==> src/rtl/tcs_pkg.sv <==
package tcs_pkg;
  typedef enum logic [2:0] {
    SEL_STOP     = 3'b000,
    SEL_DIV1     = 3'b001,
    SEL_DIV8     = 3'b010,
    SEL_DIV64    = 3'b011,
    SEL_DIV256   = 3'b100,
    SEL_DIV1024  = 3'b101,
    SEL_EXT_FALL = 3'b110,
    SEL_EXT_RISE = 3'b111
  } sel_e;

  localparam int unsigned PRE_W       = 10;
  localparam int unsigned NUM_TAPS    = 4;
  localparam int unsigned SYNC_STAGES = 2;

  // log2 of each prescaler ratio, index 0 = /8 .. 3 = /1024
  function automatic int unsigned tap_shift(input int unsigned idx);
    case (idx)
      0:       return 3;
      1:       return 6;
      2:       return 8;
      default: return 10;
    endcase
  endfunction
endpackage

==> src/rtl/tcs_prescaler.sv <==
module tcs_prescaler #(
  parameter int unsigned PRE_W    = tcs_pkg::PRE_W,
  parameter int unsigned NUM_TAPS = tcs_pkg::NUM_TAPS
) (
  input  logic                clk_i,
  input  logic                rst_ni,
  output logic [NUM_TAPS-1:0] tap_o
);
  logic [PRE_W-1:0] cnt_q;

  always_ff @(posedge clk_i or negedge rst_ni) begin
    if (!rst_ni) cnt_q <= '0;
    else         cnt_q <= cnt_q + 1'b1;
  end

  for (genvar g = 0; g < NUM_TAPS; g++) begin : g_tap
    localparam int unsigned SH = tcs_pkg::tap_shift(g);
    // pulse when the low SH bits wrap to zero
    assign tap_o[g] = (cnt_q[SH-1:0] == '0);
  end
endmodule

==> src/rtl/tcs_ext_edge.sv <==
module tcs_ext_edge #(
  parameter int unsigned SYNC_STAGES = tcs_pkg::SYNC_STAGES
) (
  input  logic clk_i,
  input  logic rst_ni,
  input  logic ext_i,
  output logic rise_o,
  output logic fall_o
);
  logic [SYNC_STAGES-1:0] sync_q;
  logic                   prev_q;

  always_ff @(posedge clk_i or negedge rst_ni) begin
    if (!rst_ni) sync_q[0] <= 1'b0;
    else         sync_q[0] <= ext_i;
  end

  for (genvar s = 1; s < SYNC_STAGES; s++) begin : g_sync
    always_ff @(posedge clk_i or negedge rst_ni) begin
      if (!rst_ni) sync_q[s] <= 1'b0;
      else         sync_q[s] <= sync_q[s-1];
    end
  end

  always_ff @(posedge clk_i or negedge rst_ni) begin
    if (!rst_ni) prev_q <= 1'b0;
    else         prev_q <= sync_q[SYNC_STAGES-1];
  end

  assign rise_o =  sync_q[SYNC_STAGES-1] & ~prev_q;
  assign fall_o = ~sync_q[SYNC_STAGES-1] &  prev_q;
endmodule

==> src/rtl/tcs_tick_mux.sv <==
module tcs_tick_mux #(
  parameter int unsigned NUM_TAPS = tcs_pkg::NUM_TAPS
) (
  input  logic [2:0]          sel_i,
  input  logic [NUM_TAPS-1:0] tap_i,
  input  logic                rise_i,
  input  logic                fall_i,
  output logic                tick_o
);
  import tcs_pkg::*;

  sel_e sel;
  assign sel = sel_e'(sel_i);

  always_comb begin
    case (sel)
      SEL_STOP:     tick_o = 1'b0;
      SEL_DIV1:     tick_o = 1'b1;
      SEL_DIV8:     tick_o = tap_i[0];
      SEL_DIV64:    tick_o = tap_i[1];
      SEL_DIV256:   tick_o = tap_i[2];
      SEL_DIV1024:  tick_o = tap_i[NUM_TAPS-1];
      SEL_EXT_FALL: tick_o = fall_i;
      SEL_EXT_RISE: tick_o = rise_i;
      default:      tick_o = 1'b0;
    endcase
  end
endmodule

==> src/rtl/timer_clk_sel.sv <==
module timer_clk_sel #(
  parameter int unsigned PRE_W       = tcs_pkg::PRE_W,
  parameter int unsigned NUM_TAPS    = tcs_pkg::NUM_TAPS,
  parameter int unsigned SYNC_STAGES = tcs_pkg::SYNC_STAGES
) (
  input  logic       clk_i,
  input  logic       rst_ni,
  input  logic [2:0] sel_i,
  input  logic       ext_i,
  output logic       tick_o
);
  logic [NUM_TAPS-1:0] tap;
  logic                rise, fall, tick_d, tick_q;

  tcs_prescaler #(.PRE_W(PRE_W), .NUM_TAPS(NUM_TAPS)) i_pre (
    .clk_i (clk_i),
    .rst_ni(rst_ni),
    .tap_o (tap)
  );

  tcs_ext_edge #(.SYNC_STAGES(SYNC_STAGES)) i_ext (
    .clk_i (clk_i),
    .rst_ni(rst_ni),
    .ext_i (ext_i),
    .rise_o(rise),
    .fall_o(fall)
  );

  tcs_tick_mux #(.NUM_TAPS(NUM_TAPS)) i_mux (
    .sel_i (sel_i),
    .tap_i (tap),
    .rise_i(rise),
    .fall_i(fall),
    .tick_o(tick_d)
  );

  always_ff @(posedge clk_i or negedge rst_ni) begin
    if (!rst_ni) tick_q <= 1'b0;
    else         tick_q <= tick_d;
  end

  assign tick_o = tick_q;
endmodule

==> config.mk <==
export PLATFORM = sky130hd
export DESIGN_NAME = timer_clk_sel
export DESIGN_NICKNAME = d
export VERILOG_FILES = /design/src/rtl/tcs_pkg.sv /design/src/rtl/tcs_prescaler.sv /design/src/rtl/tcs_ext_edge.sv /design/src/rtl/tcs_tick_mux.sv /design/src/rtl/timer_clk_sel.sv
export SDC_FILE = /design/constraint.sdc
export NUM_CORES = 1
export LEC_CHECK = 0
export BUFFER_PORTS_ARGS = -buffer_cell sky130_fd_sc_hd__buf_2
export CELL_PAD_IN_SITES_DETAIL_PLACEMENT = 1
export CELL_PAD_IN_SITES_GLOBAL_PLACEMENT = 1
export CORE_UTILIZATION = 40
export CTS_CLUSTER_SIZE = 10
export DETAILED_ROUTE_END_ITERATION = 12
export GPL_TIMING_DRIVEN = 0
export PLACE_DENSITY = 0.67
export SLEW_MARGIN = 40
export SYNTH_ARGS = -nofsm -noshare
export SYNTH_HDL_FRONTEND = slang
export SYNTH_SLANG_ARGS = --single-unit
==> constraint.sdc <==
create_clock -name clk_i -period 2.4 [get_ports clk_i]
set_clock_uncertainty 0.1 [all_clocks]
set_input_delay 0.72 -clock clk_i [delete_from_list [all_inputs] [get_ports clk_i]]
set_output_delay 0.72 -clock clk_i [all_outputs]
set_load 0.02 [all_outputs]
==> impl_results.html <==
<table>
<tr><th>Metric</th><th>Value</th></tr>
<tr><th colspan="2">Detailed routing</th></tr>
<tr><td>WL final</td><td>1110 um</td></tr>
<tr><td>Number of vias after detailed routing</td><td>~410</td></tr>
<tr><td>DRC Markers</td><td>0</td></tr>
<tr><td>Final routed wire length divided by cell count</td><td>~15 um</td></tr>
<tr><td>Remaining antenna violation count after routing</td><td>0</td></tr>
<tr><td>Iteration count of the initial detailed-routing pass</td><td>3</td></tr>
<tr><td>Iteration-0 DRC Markers</td><td>1</td></tr>
<tr><td>Avg Vias per Cell</td><td>5.51</td></tr>
<tr><th colspan="2">Floorplanning</th></tr>
<tr><td>Total die area</td><td>approximately 1700 um2</td></tr>
<tr><td>CORE AREA</td><td>1350 um2</td></tr>
<tr><td>I/O pin total</td><td>7</td></tr>
<tr><td>Die outline width</td><td>40.7 um</td></tr>
<tr><td>Site Rows</td><td>13</td></tr>
<tr><td>Chip Height</td><td>40.7 um</td></tr>
<tr><td>Starting Density</td><td>44.3%</td></tr>
<tr><th colspan="2">Setup path</th></tr>
<tr><td>Count of buffering cells on the critical path with inverters included</td><td>1</td></tr>
<tr><td>Crit path arrival time</td><td>0.78 ns</td></tr>
<tr><td>R2R cell count</td><td>4</td></tr>
<tr><td>WP data required</td><td>1.58 ns</td></tr>
<tr><td>Type of element launching the critical path</td><td>flip-flop</td></tr>
<tr><td>Maximum single-stage delay on the critical path</td><td>0.36 ns</td></tr>
<tr><td>Worst R2R Setup Slack</td><td>between 1 and 1.5 ns</td></tr>
<tr><td>Terminus of the critical flop-to-flop path</td><td>i_pre.cnt_q[6]</td></tr>
<tr><td>Critical path start-end classification</td><td>flip-flop to primary output</td></tr>
<tr><td>Slowest-stage cell, CP</td><td>sky130_fd_sc_hd__dfrtp_1</td></tr>
<tr><td>Critical-path cell list</td><td>buf_2</td></tr>
<tr><td>Maximum fanout encountered on the critical timing path</td><td>1</td></tr>
<tr><td>Startpoint of the lowest-slack register-to-register path</td><td>i_pre.cnt_q[1]</td></tr>
<tr><td>Kind of end point of the critical path</td><td>primary output</td></tr>
<tr><td>Family with the most delay on the worst path</td><td>flip-flops</td></tr>
<tr><th colspan="2">Synthesis</th></tr>
<tr><td>Distinct cell type count of the synthesized netlist</td><td>20</td></tr>
<tr><td>Synthesis-stage register bit count</td><td>14</td></tr>
<tr><td>Post-Synthesis Cells</td><td>50</td></tr>
<tr><td>Post-Syn Nets</td><td>58</td></tr>
<tr><td>Synthesis Warnings</td><td>0</td></tr>
<tr><td>Syn Area/Cell</td><td>12.0 um2</td></tr>
<tr><td>Most area-consuming cells after synthesis</td><td>sky130_fd_sc_hd__dfrtp_1 59%, sky130_fd_sc_hd__xnor2_1 8.8%, sky130_fd_sc_hd__ha_1 4.2%</td></tr>
<tr><td>Portion of synthesized cell area occupied by the leading cell type</td><td>58.6%</td></tr>
<tr><td>Post-Synthesis Cell Area</td><td>598 um2</td></tr>
<tr><td>Yosys top cell by area</td><td>sky130_fd_sc_hd__dfrtp_1</td></tr>
<tr><td>Sequential fraction of the synthesis area</td><td>58.6%</td></tr>
<tr><th colspan="2">Clock network</th></tr>
<tr><td>Number of buffers inserted to repair setup after CTS</td><td>0</td></tr>
<tr><td>H-Tree Level Count</td><td>1</td></tr>
<tr><td>Worst skew pair latency</td><td>0.27 ns</td></tr>
<tr><td>Clock tree from TritonCTS</td><td>done</td></tr>
<tr><td>Clock sink count</td><td>14</td></tr>
<tr><td>Hold buffer count at cts</td><td>0</td></tr>
<tr><td>Maximum buffer depth of the clock tree</td><td>2</td></tr>
<tr><td>Root buffer cell</td><td>sky130_fd_sc_hd__clkbuf_4</td></tr>
<tr><td>Number of buffers created by CTS</td><td>3</td></tr>
<tr><td>Post-cts repair resize count</td><td>0</td></tr>
<tr><td>Clock transition at the registers of the reported paths</td><td>approximately 0.080 ns</td></tr>
<tr><th colspan="2">Min path</th></tr>
<tr><td>Tightest Hold Check Type</td><td>primary input to async pin</td></tr>
<tr><th colspan="2">GRT</th></tr>
<tr><td>Maximum number of pins on one net before global-route repair</td><td>15</td></tr>
<tr><td>GRT Resource Usage Total</td><td>17.8%</td></tr>
<tr><td>Number of global-route vias before repair</td><td>423</td></tr>
<tr><td>Antenna violations before repair</td><td>0</td></tr>
<tr><td>Wire length of the first global-routing pass</td><td>1810 um</td></tr>
<tr><td>Remaining global-route overflow</td><td>0</td></tr>
<tr><th colspan="2">Finish</th></tr>
<tr><td>Final antenna diode count</td><td>0</td></tr>
<tr><td>Growth of design area from synthesis to finish</td><td>11.9%</td></tr>
<tr><td>Final #Nets</td><td>69</td></tr>
<tr><td>Most frequent cells in the layout</td><td>14 x sky130_fd_sc_hd__dfrtp_1, 6 x sky130_fd_sc_hd__xnor2_1, 6 x sky130_fd_sc_hd__buf_2</td></tr>
<tr><td>Proportion of layout cells with a drive suffix above 1</td><td>18.6%</td></tr>
<tr><td>Most common library cell in the layout ignoring fill and taps</td><td>sky130_fd_sc_hd__dfrtp_1</td></tr>
<tr><th colspan="2">Pwr</th></tr>
<tr><td>Internal power</td><td>305 uW</td></tr>
<tr><td>Part of the power in the clock network</td><td>33.1%</td></tr>
<tr><td>Switching part of the total</td><td>a little over a fifth</td></tr>
<tr><td>Leakage dissipation</td><td>0.294 nW</td></tr>
<tr><td>Combinational share of power</td><td>5.0%</td></tr>
<tr><td>Power Dens Cells</td><td>approximately 580 nW/um2</td></tr>
<tr><td>Worst voltage drop across the vdd grid</td><td>300 uV</td></tr>
<tr><td>Overall power after layout</td><td>389 uW</td></tr>
<tr><td>Reg power frac</td><td>62.0%</td></tr>
<tr><td>Power dissipated by switching net loads</td><td>84.3 uW</td></tr>
<tr><th colspan="2">Timing</th></tr>
<tr><td>RSZ-0062 raised after global routing</td><td>no</td></tr>
<tr><td>Post-route setup TNS</td><td>0 ns</td></tr>
<tr><td>Timing-limited maximum frequency</td><td>624 MHz</td></tr>
<tr><td>Final number of max-transition violations</td><td>0</td></tr>
<tr><td>Ratio of final minimum period to clock period</td><td>66.8%</td></tr>
<tr><td>Worst relative slew slack</td><td>79.1%</td></tr>
<tr><td>Slew @ Worst Pin</td><td>0.314 ns</td></tr>
<tr><td>Finish-stage setup viols</td><td>0</td></tr>
<tr><td>Final number of hold-violating endpoints</td><td>0</td></tr>
<tr><td>Final critical path time including I/O delays and setup</td><td>between 1.5 and 2 ns</td></tr>
<tr><th colspan="2">Run status</th></tr>
<tr><td>Result of the run</td><td>finished clean</td></tr>
<tr><th colspan="2">Run</th></tr>
<tr><td>Maxcap violations</td><td>0</td></tr>
<tr><th colspan="2">Placement</th></tr>
<tr><td>Half-perimeter wire length of the detailed placement result</td><td>between 800 and 900 um</td></tr>
<tr><td>Buffers added on ports</td><td>6</td></tr>
<tr><td>Gpl congestion</td><td>a little over 0.7</td></tr>
</table>
[per-layer routing]
layer  up-vias  track usage, %  wire (um)
met2         8            28.2        535
met5         -               0          0
met3         4            4.89         38
met1       206            20.6        515
met4         0            12.5         22
li1        190               -          -
[synth_stat cells]
cell and number:
sky130_fd_sc_hd__nand2_1 2, sky130_fd_sc_hd__nor2b_1 1, sky130_fd_sc_hd__nand3_1 3, sky130_fd_sc_hd__nand3_2 1
sky130_fd_sc_hd__nand4_1 2, sky130_fd_sc_hd__ha_1 2, sky130_fd_sc_hd__o41ai_1 1, sky130_fd_sc_hd__inv_1 5
sky130_fd_sc_hd__nor3_1 2, sky130_fd_sc_hd__xnor2_1 6, sky130_fd_sc_hd__a21oi_1 1, sky130_fd_sc_hd__a311oi_1 1
sky130_fd_sc_hd__o21a_1 1, sky130_fd_sc_hd__nor2_1 2, sky130_fd_sc_hd__a31oi_1 1, sky130_fd_sc_hd__nor4bb_1 1
sky130_fd_sc_hd__or3_1 1, sky130_fd_sc_hd__dfrtp_1 14, sky130_fd_sc_hd__nor4_2 1, sky130_fd_sc_hd__xor2_1 2
[power groups by stage]
stage               clock (mW)  sequential [mW]  combinational, mW
global placement             0            0.246             0.0185
floorplan                    0            0.248            0.00464
detailed placement           0            0.246             0.0196
global route             0.143            0.242             0.0218
CTS                      0.133            0.241             0.0196
finish                   0.129            0.241             0.0193
[logic make-up (layout without fill, tap and decap cells)]
family	count (synthesis)	after routing	share of synthesized area [%]
xor gates and xnor gates	8	8	11.7
adders and majority gates	2	2	4.18
AOI/OAI and AO/OA	5	5	6.07
DFF	14	14	58.6
and+or+nand+nor	16	16	16.3
buffers and inverters	5	14	3.14
[layout make-up]
cell class | count | area [um2]
clock buffer | 3 | 22.5
fill | 150 | 681
inverter | 5 | 18.8
multi-input combinational | 31 | 229
sequential | 14 | 350
tap | 15 | 18.8
timing repair buffer | 6 | 30.0
[through the flow]
stage	hold slack [ns]	utilization, %	cells	cell area [um2]	setup WS (ns)
after CTS	0.229	49.6	74	669	0.786
final	0.225	49.6	74	669	0.798
after global placement	0.234	47.9	71	647	0.694
after global routing	0.237	49.6	74	669	0.755
after floorplan	0.231	-	50	598	0.909
after detailed placement	0.239	47.9	71	647	0.691
[worst max path at each step]
stage          depth (start not counted)  slack [ns]      to     start
2_1_floorplan                          3        0.91  tick_o  sel_i[1]
3_3_place_gp                           4        0.69  tick_o  sel_i[1]
3_5_place_dp                           5        0.69  tick_o  sel_i[0]
4_1_cts                                1        0.79  tick_o    tick_o
5_1_grt                                1        0.76  tick_o    tick_o
6_report                               1        0.80  tick_o    tick_o
[state kept, by name, summed over array words and instances (netlist names)]
| name | count |
|---|---|
| i_pre.cnt_q | 10 |
| i_ext.sync_q | 2 |
| i_ext.prev_q | 1 |
| tick_o | 1 |
[worst register-to-register path, stage by stage (launching register included)]
cell	delay [ns]
sky130_fd_sc_hd__dfrtp_1	0.40
sky130_fd_sc_hd__ha_1	0.23
sky130_fd_sc_hd__nand2_1	0.08
sky130_fd_sc_hd__or3_1	0.33
sky130_fd_sc_hd__xnor2_1	0.14
Power figures use the tool's default switching activity.
